`src/rtl/fsw_pkg.sv`:
```
package fsw_pkg;

    localparam int WORD_W = 16;
    localparam int BYTE_W = 8;
    localparam int BIT_W  = $clog2(WORD_W);

    // Word layout: control on top, address next, data byte at the bottom.
    typedef struct packed {
        logic [3:0]        ctl;
        logic [3:0]        addr;
        logic [BYTE_W-1:0] data;
    } fsw_word_t;

    typedef enum logic [2:0] {
        ST_IDLE,
        ST_LEAD,
        ST_LOW,
        ST_HIGH,
        ST_GAP,
        ST_TAIL,
        ST_GUARD
    } fsw_state_e;

    function automatic logic [BYTE_W-1:0] fsw_mirror(input logic [BYTE_W-1:0] b);
        logic [BYTE_W-1:0] r;
        for (int i = 0; i < BYTE_W; i++) begin
            r[i] = b[BYTE_W-1-i];
        end
        return r;
    endfunction

    // Order in which the word leaves the shifter, MSB first on the wire.
    function automatic logic [WORD_W-1:0] fsw_wire_order(input fsw_word_t w,
                                                         input logic      mirror);
        logic [WORD_W-1:0] raw;
        raw = w;
        if (mirror) begin
            return {fsw_mirror(raw[WORD_W-1:BYTE_W]), fsw_mirror(raw[BYTE_W-1:0])};
        end
        return raw;
    endfunction

endpackage

```
`src/rtl/fsw_timer.sv`:
```
module fsw_timer #(
    parameter int CNT_W = 9
) (
    input  logic             clk,
    input  logic             rst,
    input  logic             load,
    input  logic [CNT_W-1:0] load_val,
    output logic             done
);

    logic [CNT_W-1:0] cnt;

    always_ff @(posedge clk) begin
        if (rst) begin
            cnt <= '0;
        end else if (load) begin
            cnt <= load_val;
        end else if (cnt != '0) begin
            cnt <= cnt - CNT_W'(1);
        end
    end

    assign done = (cnt == '0);

endmodule

```
`src/rtl/fsw_shifter.sv`:
```
module fsw_shifter #(
    parameter int W = 16
) (
    input  logic         clk,
    input  logic         rst,
    input  logic         load,
    input  logic [W-1:0] load_word,
    input  logic         shift,
    output logic         msb
);

    logic [W-1:0] sr;

    always_ff @(posedge clk) begin
        if (rst) begin
            sr <= '0;
        end else if (load) begin
            sr <= load_word;
        end else if (shift) begin
            sr <= {sr[W-2:0], 1'b0};
        end
    end

    assign msb = sr[W-1];

endmodule

```
`src/rtl/fsw_ctrl.sv`:
```
module fsw_ctrl
    import fsw_pkg::*;
#(
    parameter int DIV_W = 8,
    parameter int GAP_W = 8,
    parameter int CNT_W = 9
) (
    input  logic             clk,
    input  logic             rst,
    input  logic             in_valid,
    output logic             in_ready,
    input  logic [DIV_W-1:0] cfg_half,
    input  logic [GAP_W-1:0] cfg_gap,
    input  logic             cfg_split,
    input  logic             tmr_done,
    output logic             tmr_load,
    output logic [CNT_W-1:0] tmr_val,
    output logic             sh_load,
    output logic             sh_shift,
    output logic             fs_act,
    output logic             sclk
);

    localparam logic [BIT_W-1:0] LAST_BIT  = BIT_W'(WORD_W - 1);
    localparam logic [BIT_W-1:0] SPLIT_BIT = BIT_W'(BYTE_W - 1);

    fsw_state_e       state, state_nx;
    logic [BIT_W-1:0] bit_idx;
    logic [DIV_W-1:0] half_q;
    logic [GAP_W-1:0] gap_q;
    logic             split_q;

    logic [CNT_W-1:0] h_live, h_lat, half_m1, guard_m1, gap_m1, h_start_m1;

    always_comb begin
        h_live     = (cfg_half == '0) ? CNT_W'(1) : CNT_W'(cfg_half);
        h_lat      = (half_q == '0) ? CNT_W'(1) : CNT_W'(half_q);
        h_start_m1 = h_live - CNT_W'(1);
        half_m1    = h_lat - CNT_W'(1);
        guard_m1   = (h_lat << 1) - CNT_W'(1);
        gap_m1     = CNT_W'(gap_q) - CNT_W'(1);
    end

    always_comb begin
        state_nx = state;
        tmr_load = 1'b0;
        tmr_val  = half_m1;
        sh_load  = 1'b0;
        sh_shift = 1'b0;
        unique case (state)
            ST_IDLE: begin
                if (in_valid) begin
                    state_nx = ST_LEAD;
                    tmr_load = 1'b1;
                    tmr_val  = h_start_m1;
                    sh_load  = 1'b1;
                end
            end
            ST_LEAD, ST_HIGH: begin
                if (tmr_done) begin
                    state_nx = ST_LOW;
                    tmr_load = 1'b1;
                end
            end
            ST_LOW: begin
                if (tmr_done) begin
                    tmr_load = 1'b1;
                    if (bit_idx == LAST_BIT) begin
                        state_nx = ST_TAIL;
                    end else begin
                        sh_shift = 1'b1;
                        if (split_q && bit_idx == SPLIT_BIT && gap_q != '0) begin
                            state_nx = ST_GAP;
                            tmr_val  = gap_m1;
                        end else begin
                            state_nx = ST_HIGH;
                        end
                    end
                end
            end
            ST_GAP: begin
                if (tmr_done) begin
                    state_nx = ST_HIGH;
                    tmr_load = 1'b1;
                end
            end
            ST_TAIL: begin
                if (tmr_done) begin
                    state_nx = ST_GUARD;
                    tmr_load = 1'b1;
                    tmr_val  = guard_m1;
                end
            end
            ST_GUARD: begin
                if (tmr_done) begin
                    state_nx = ST_IDLE;
                end
            end
            default: state_nx = ST_IDLE;
        endcase
    end

    always_ff @(posedge clk) begin
        if (rst) begin
            state   <= ST_IDLE;
            bit_idx <= '0;
            half_q  <= '0;
            gap_q   <= '0;
            split_q <= 1'b0;
        end else begin
            state <= state_nx;
            if (state == ST_IDLE && in_valid) begin
                bit_idx <= '0;
                half_q  <= cfg_half;
                gap_q   <= cfg_gap;
                split_q <= cfg_split;
            end else if (sh_shift) begin
                bit_idx <= bit_idx + BIT_W'(1);
            end
        end
    end

    assign in_ready = (state == ST_IDLE);
    assign fs_act   = (state != ST_IDLE) && (state != ST_GUARD);
    assign sclk     = (state != ST_LOW);

endmodule

```
`src/rtl/fsync_word_tx.sv`:
```
module fsync_word_tx
    import fsw_pkg::*;
#(
    parameter int DIV_W = 8,
    parameter int GAP_W = 8
) (
    input  logic              clk,
    input  logic              rst,
    input  logic [DIV_W-1:0]  cfg_half,
    input  logic [GAP_W-1:0]  cfg_gap,
    input  logic              cfg_split,
    input  logic              cfg_lsb_first,
    input  logic              cfg_fs_inv,
    input  logic              in_valid,
    output logic              in_ready,
    input  logic [WORD_W-1:0] in_word,
    output logic              sclk_o,
    output logic              sdata_o,
    output logic              fsync_o
);

    localparam int CNT_W = (DIV_W + 1 > GAP_W) ? DIV_W + 1 : GAP_W;

    logic             tmr_load, tmr_done;
    logic [CNT_W-1:0] tmr_val;
    logic             sh_load, sh_shift, sh_msb;
    logic             fs_act, sclk;
    logic [WORD_W-1:0] wire_word;

    assign wire_word = fsw_wire_order(fsw_word_t'(in_word), cfg_lsb_first);

    fsw_ctrl #(
        .DIV_W (DIV_W),
        .GAP_W (GAP_W),
        .CNT_W (CNT_W)
    ) ctrl_i (
        .clk       (clk),
        .rst       (rst),
        .in_valid  (in_valid),
        .in_ready  (in_ready),
        .cfg_half  (cfg_half),
        .cfg_gap   (cfg_gap),
        .cfg_split (cfg_split),
        .tmr_done  (tmr_done),
        .tmr_load  (tmr_load),
        .tmr_val   (tmr_val),
        .sh_load   (sh_load),
        .sh_shift  (sh_shift),
        .fs_act    (fs_act),
        .sclk      (sclk)
    );

    fsw_timer #(
        .CNT_W (CNT_W)
    ) timer_i (
        .clk      (clk),
        .rst      (rst),
        .load     (tmr_load),
        .load_val (tmr_val),
        .done     (tmr_done)
    );

    fsw_shifter #(
        .W (WORD_W)
    ) shifter_i (
        .clk       (clk),
        .rst       (rst),
        .load      (sh_load),
        .load_word (wire_word),
        .shift     (sh_shift),
        .msb       (sh_msb)
    );

    assign sclk_o  = sclk;
    assign sdata_o = fs_act & sh_msb;
    assign fsync_o = ~fs_act ^ cfg_fs_inv;

endmodule

```
`config.mk`:
```
export PLATFORM = sky130hd
export DESIGN_NAME = fsync_word_tx
export DESIGN_NICKNAME = d
export VERILOG_FILES = /design/src/rtl/fsw_pkg.sv /design/src/rtl/fsw_timer.sv /design/src/rtl/fsw_shifter.sv /design/src/rtl/fsw_ctrl.sv /design/src/rtl/fsync_word_tx.sv
export SDC_FILE = /design/constraint.sdc
export NUM_CORES = 1
export LEC_CHECK = 0
export ABC_AREA = 1
export ABC_CLOCK_PERIOD_IN_PS = 2600
export BUFFER_PORTS_ARGS = -buffer_cell sky130_fd_sc_hd__buf_4
export CAP_MARGIN = 5
export CORE_MARGIN = 10
export CORE_UTILIZATION = 35
export DETAILED_ROUTE_END_ITERATION = 16
export GPL_TIMING_DRIVEN = 0
export SLEW_MARGIN = 20
export SYNTH_ARGS = -nofsm -noshare
export SYNTH_HDL_FRONTEND = slang
export SYNTH_SLANG_ARGS = --single-unit
export TNS_END_PERCENT = 5
```
`constraint.sdc`:
```
create_clock -name clk -period 2.6 [get_ports clk]
set_input_delay 0.52 -clock clk [delete_from_list [all_inputs] [get_ports clk]]
set_output_delay 0.52 -clock clk [all_outputs]
set_load 0.02 [all_outputs]
```
==> flow_summary.ini <==
[die]
die-area_sq_um = 13500
die-height_microns = 116
die_w_microns = 116
core-area_sq_um = 8850
num_io_pins = 42
initial_core_util_pct = 36.5
rows = 34

[timing]
setup_slack_ns = 0.335
setup_viol = 0
relSlewSlack_pct = 52.3
fin_skew_ns = 0.00873
tightest_slew_ns = 0.715
finalHoldViolations = 0
rsz0062_at_grt = no
max_freq_ghz = 0.441
fin_crit_sh_pct = 87.1
drv_slew = 0
post-route-min-period_ns = 2.27
fin_setup_tns_ns = 0

[route]
antenna_left = 0
dr.first_iter.drc_count = 195
wl_per_cell_microns = 14.4
wl_microns = 9230
viasPerCell = 5.16
drc = 0
first_pass_iters = 6
vias = 3303

[synth]
synth_flop_cell = dfxtp_1
syn_avg_cell_area_sq_um = 6.67
yosysTopAreaCellShare_pct = 30.4
async_flop_share_pct = 0
synthCells = 484
ys_ff_latch = 49
ys_types = 39
yosysTopAreaCell = dfxtp_1
synth_area_leaders = dfxtp_1, nand2_1, a21oi_1
syn_area_sq_um = 3230
synth_edf_count = 0
ys_warn_count = 0
ys_seq_area_share_pct = 30.4
synth_nets = 527

[power]
powerDensity_nw_per_um2 = 713
leakage_nw = 1.67
ir_drop_mv = 0.248

[clocking]
clockBufferDepth = 2
clk_pin_slew_worst_paths_ns = 0.10
cts_tree = yes
ctsResizeCount = 0
clk_latency_ns = 0.32
cts_setup_buffers = 0
root_buffer = clkbuf_8
cts_made_buffers = 5
cts_sinks = 49
cts_hold_buffers = 0
cts.htree.levels = 2

[setup_path]
worstPathRequired_ns = 2.81
path_buf_inv = 1
worstSetupEndpointType = register
crit_slowest_cell = dfxtp_1
startpoint_type = register
arrival_ns = 2.48
slowest_delay_ns = 0.44
cp_max_fo = 5
path_delay_family = compound AO/OA/AOI/OAI gates
crit_type = reg2reg
cp_cell_sequence = nor2_1 -> nand2_1 -> inv_1 -> a21oi_2 -> ha_1 -> nand3_1 -> xor2_1 -> o21ai_0 -> o21ai_0 -> o211ai_1 -> nor2_1 -> nor2_1
crit_path_frequent_cell = nor2_1

[placed_design]
dp_hpwl_microns = 7180
pre_cts_slack_ns = 0.267
dpl_cell_area_sq_um = 3670
port-buffer-count = 40
place_congestion = 0.881
dp_cells = 632

[cells_and_area]
design_area_sq_um = 3770
syn2layout_area_growth_pct = 16.7
post-route-util_pct = 42.6
insertedDiodeCount = 0
finalNonFillerCells = 640
nets = 574
drive_gt1_share_pct = 17.9

[job]
cap_viol_max_count = 0

[global_route]
first_global_vias = 3263
antenna_found_initial = 0
grt.overflow.total = 0
grt_util_all_layers_pct = 14.3
grt_max_degree = 17
grt_pass1_wl_microns = 15600

[min_path]
hold_path.class = in2reg

[status]
status = completed
==> per-layer routing <==
layer / global-route usage (%) / part of all wire, %
met1: 18.3 / 47
met2: 23.4 / 47
met3: 2.95 / 4.8
met4: 4.50 / 1.1
met5: 0 / 0
==> registers in the layout (all words and copies together), names as in the netlist <==
register / cells
ctrl_i.state: 3
timer_i.cnt: 9
ctrl_i.bit_idx: 4
ctrl_i.half_q: 8
ctrl_i.gap_q: 8
shifter_i.sr: 16
ctrl_i.split_q: 1
==> synth_stat cells, types with 2 or more instances <==
master	count
o211ai_1	4
dfxtp_1	49
nand2_2	4
buf_6	2
o21ai_0	35
nand4_1	5
a21oi_1	56
a31oi_1	2
buf_2	4
ha_1	5
nand2_4	3
inv_1	45
nor3_4	2
xor2_1	12
nor3_1	4
nor2_1	73
a211oi_2	14
nand3_1	18
o21ai_1	3
clkbuf_1	10
nor2_2	6
o22ai_1	3
nand2_1	105
xnor2_1	3
o21bai_1	2
nor2_4	2
==> worst paths after layout <==
kind | from | end | slack, ns | cells after the start
max | ctrl_i.half_q[4] | timer_i.cnt[4] | 0.33 | 12
min | cfg_gap[5] | ctrl_i.gap_q[5] | 0.42 | 3
max reg2reg | ctrl_i.half_q[4] | timer_i.cnt[4] | 0.33 | 12
min reg2reg | ctrl_i.gap_q[1] | ctrl_i.gap_q[1] | 0.48 | 2
==> cell families after synthesis <==
| logic type | share of synthesized area [%] |
|---|---|
| AND/OR/NAND/NOR | 31.8 |
| XOR/XNOR | 4.07 |
| AO/OA/AOI/OAI | 23.1 |
| buffers and inverters | 8.71 |
| flip-flops | 30.4 |
| adder cells (fa/ha/maj) | 1.94 |
==> power by group <==
group	switching [mW]	internal [mW]
sequential	0.102	0.879
clock	0.295	0.222
combinational	0.748	0.443
total	1.15	1.54
==> final cells by class <==
cell class              instances  area, sq um
fillers                       947         5080
clock inverters                 2         17.5
repair buffers                 40          300
clock buffers                   6         82.6
multi-input cells             370         1970
inverters                      47          179
well taps                     108          135
flip-flops and latches         49          981
plain buffers                  18          103
==> layout by cell type (no fill, tap or decap), types with 2 or more instances in the layout <==
master and count:
o22ai_1 3, nor2_2 6, inv_1 45, o21ai_0 35
nand2_2 4, nand2_4 3, o21ai_1 3, o21bai_1 2
xnor2_1 3, a21oi_1 55, nand4_1 5, nor2_1 73
xor2_1 12, clkbuf_1 10, clkbuf_8 6, nor2_4 2
a211oi_2 14, dfxtp_1 49, buf_2 4, buf_4 41
buf_6 2, nand2_1 105, nor3_4 2, a21oi_2 2
ha_1 5, nor3_1 4, o211ai_1 4, nand3_1 18
a31oi_1 2
==> worst min-delay path, stage by stage <==
cell and delay [ns]:
buf_4 0.08, nor2_1 0.03, nor2_1 0.08
==> stage by stage <==
step	total power [mW]	hold WS (ns)
after floorplan	1.88	0.448
after global placement	2.16	0.465
after detailed placement	2.18	0.471
after CTS	2.70	0.418
after global routing	2.91	0.430
final	2.69	0.418
(Power assumes the default switching activity.)
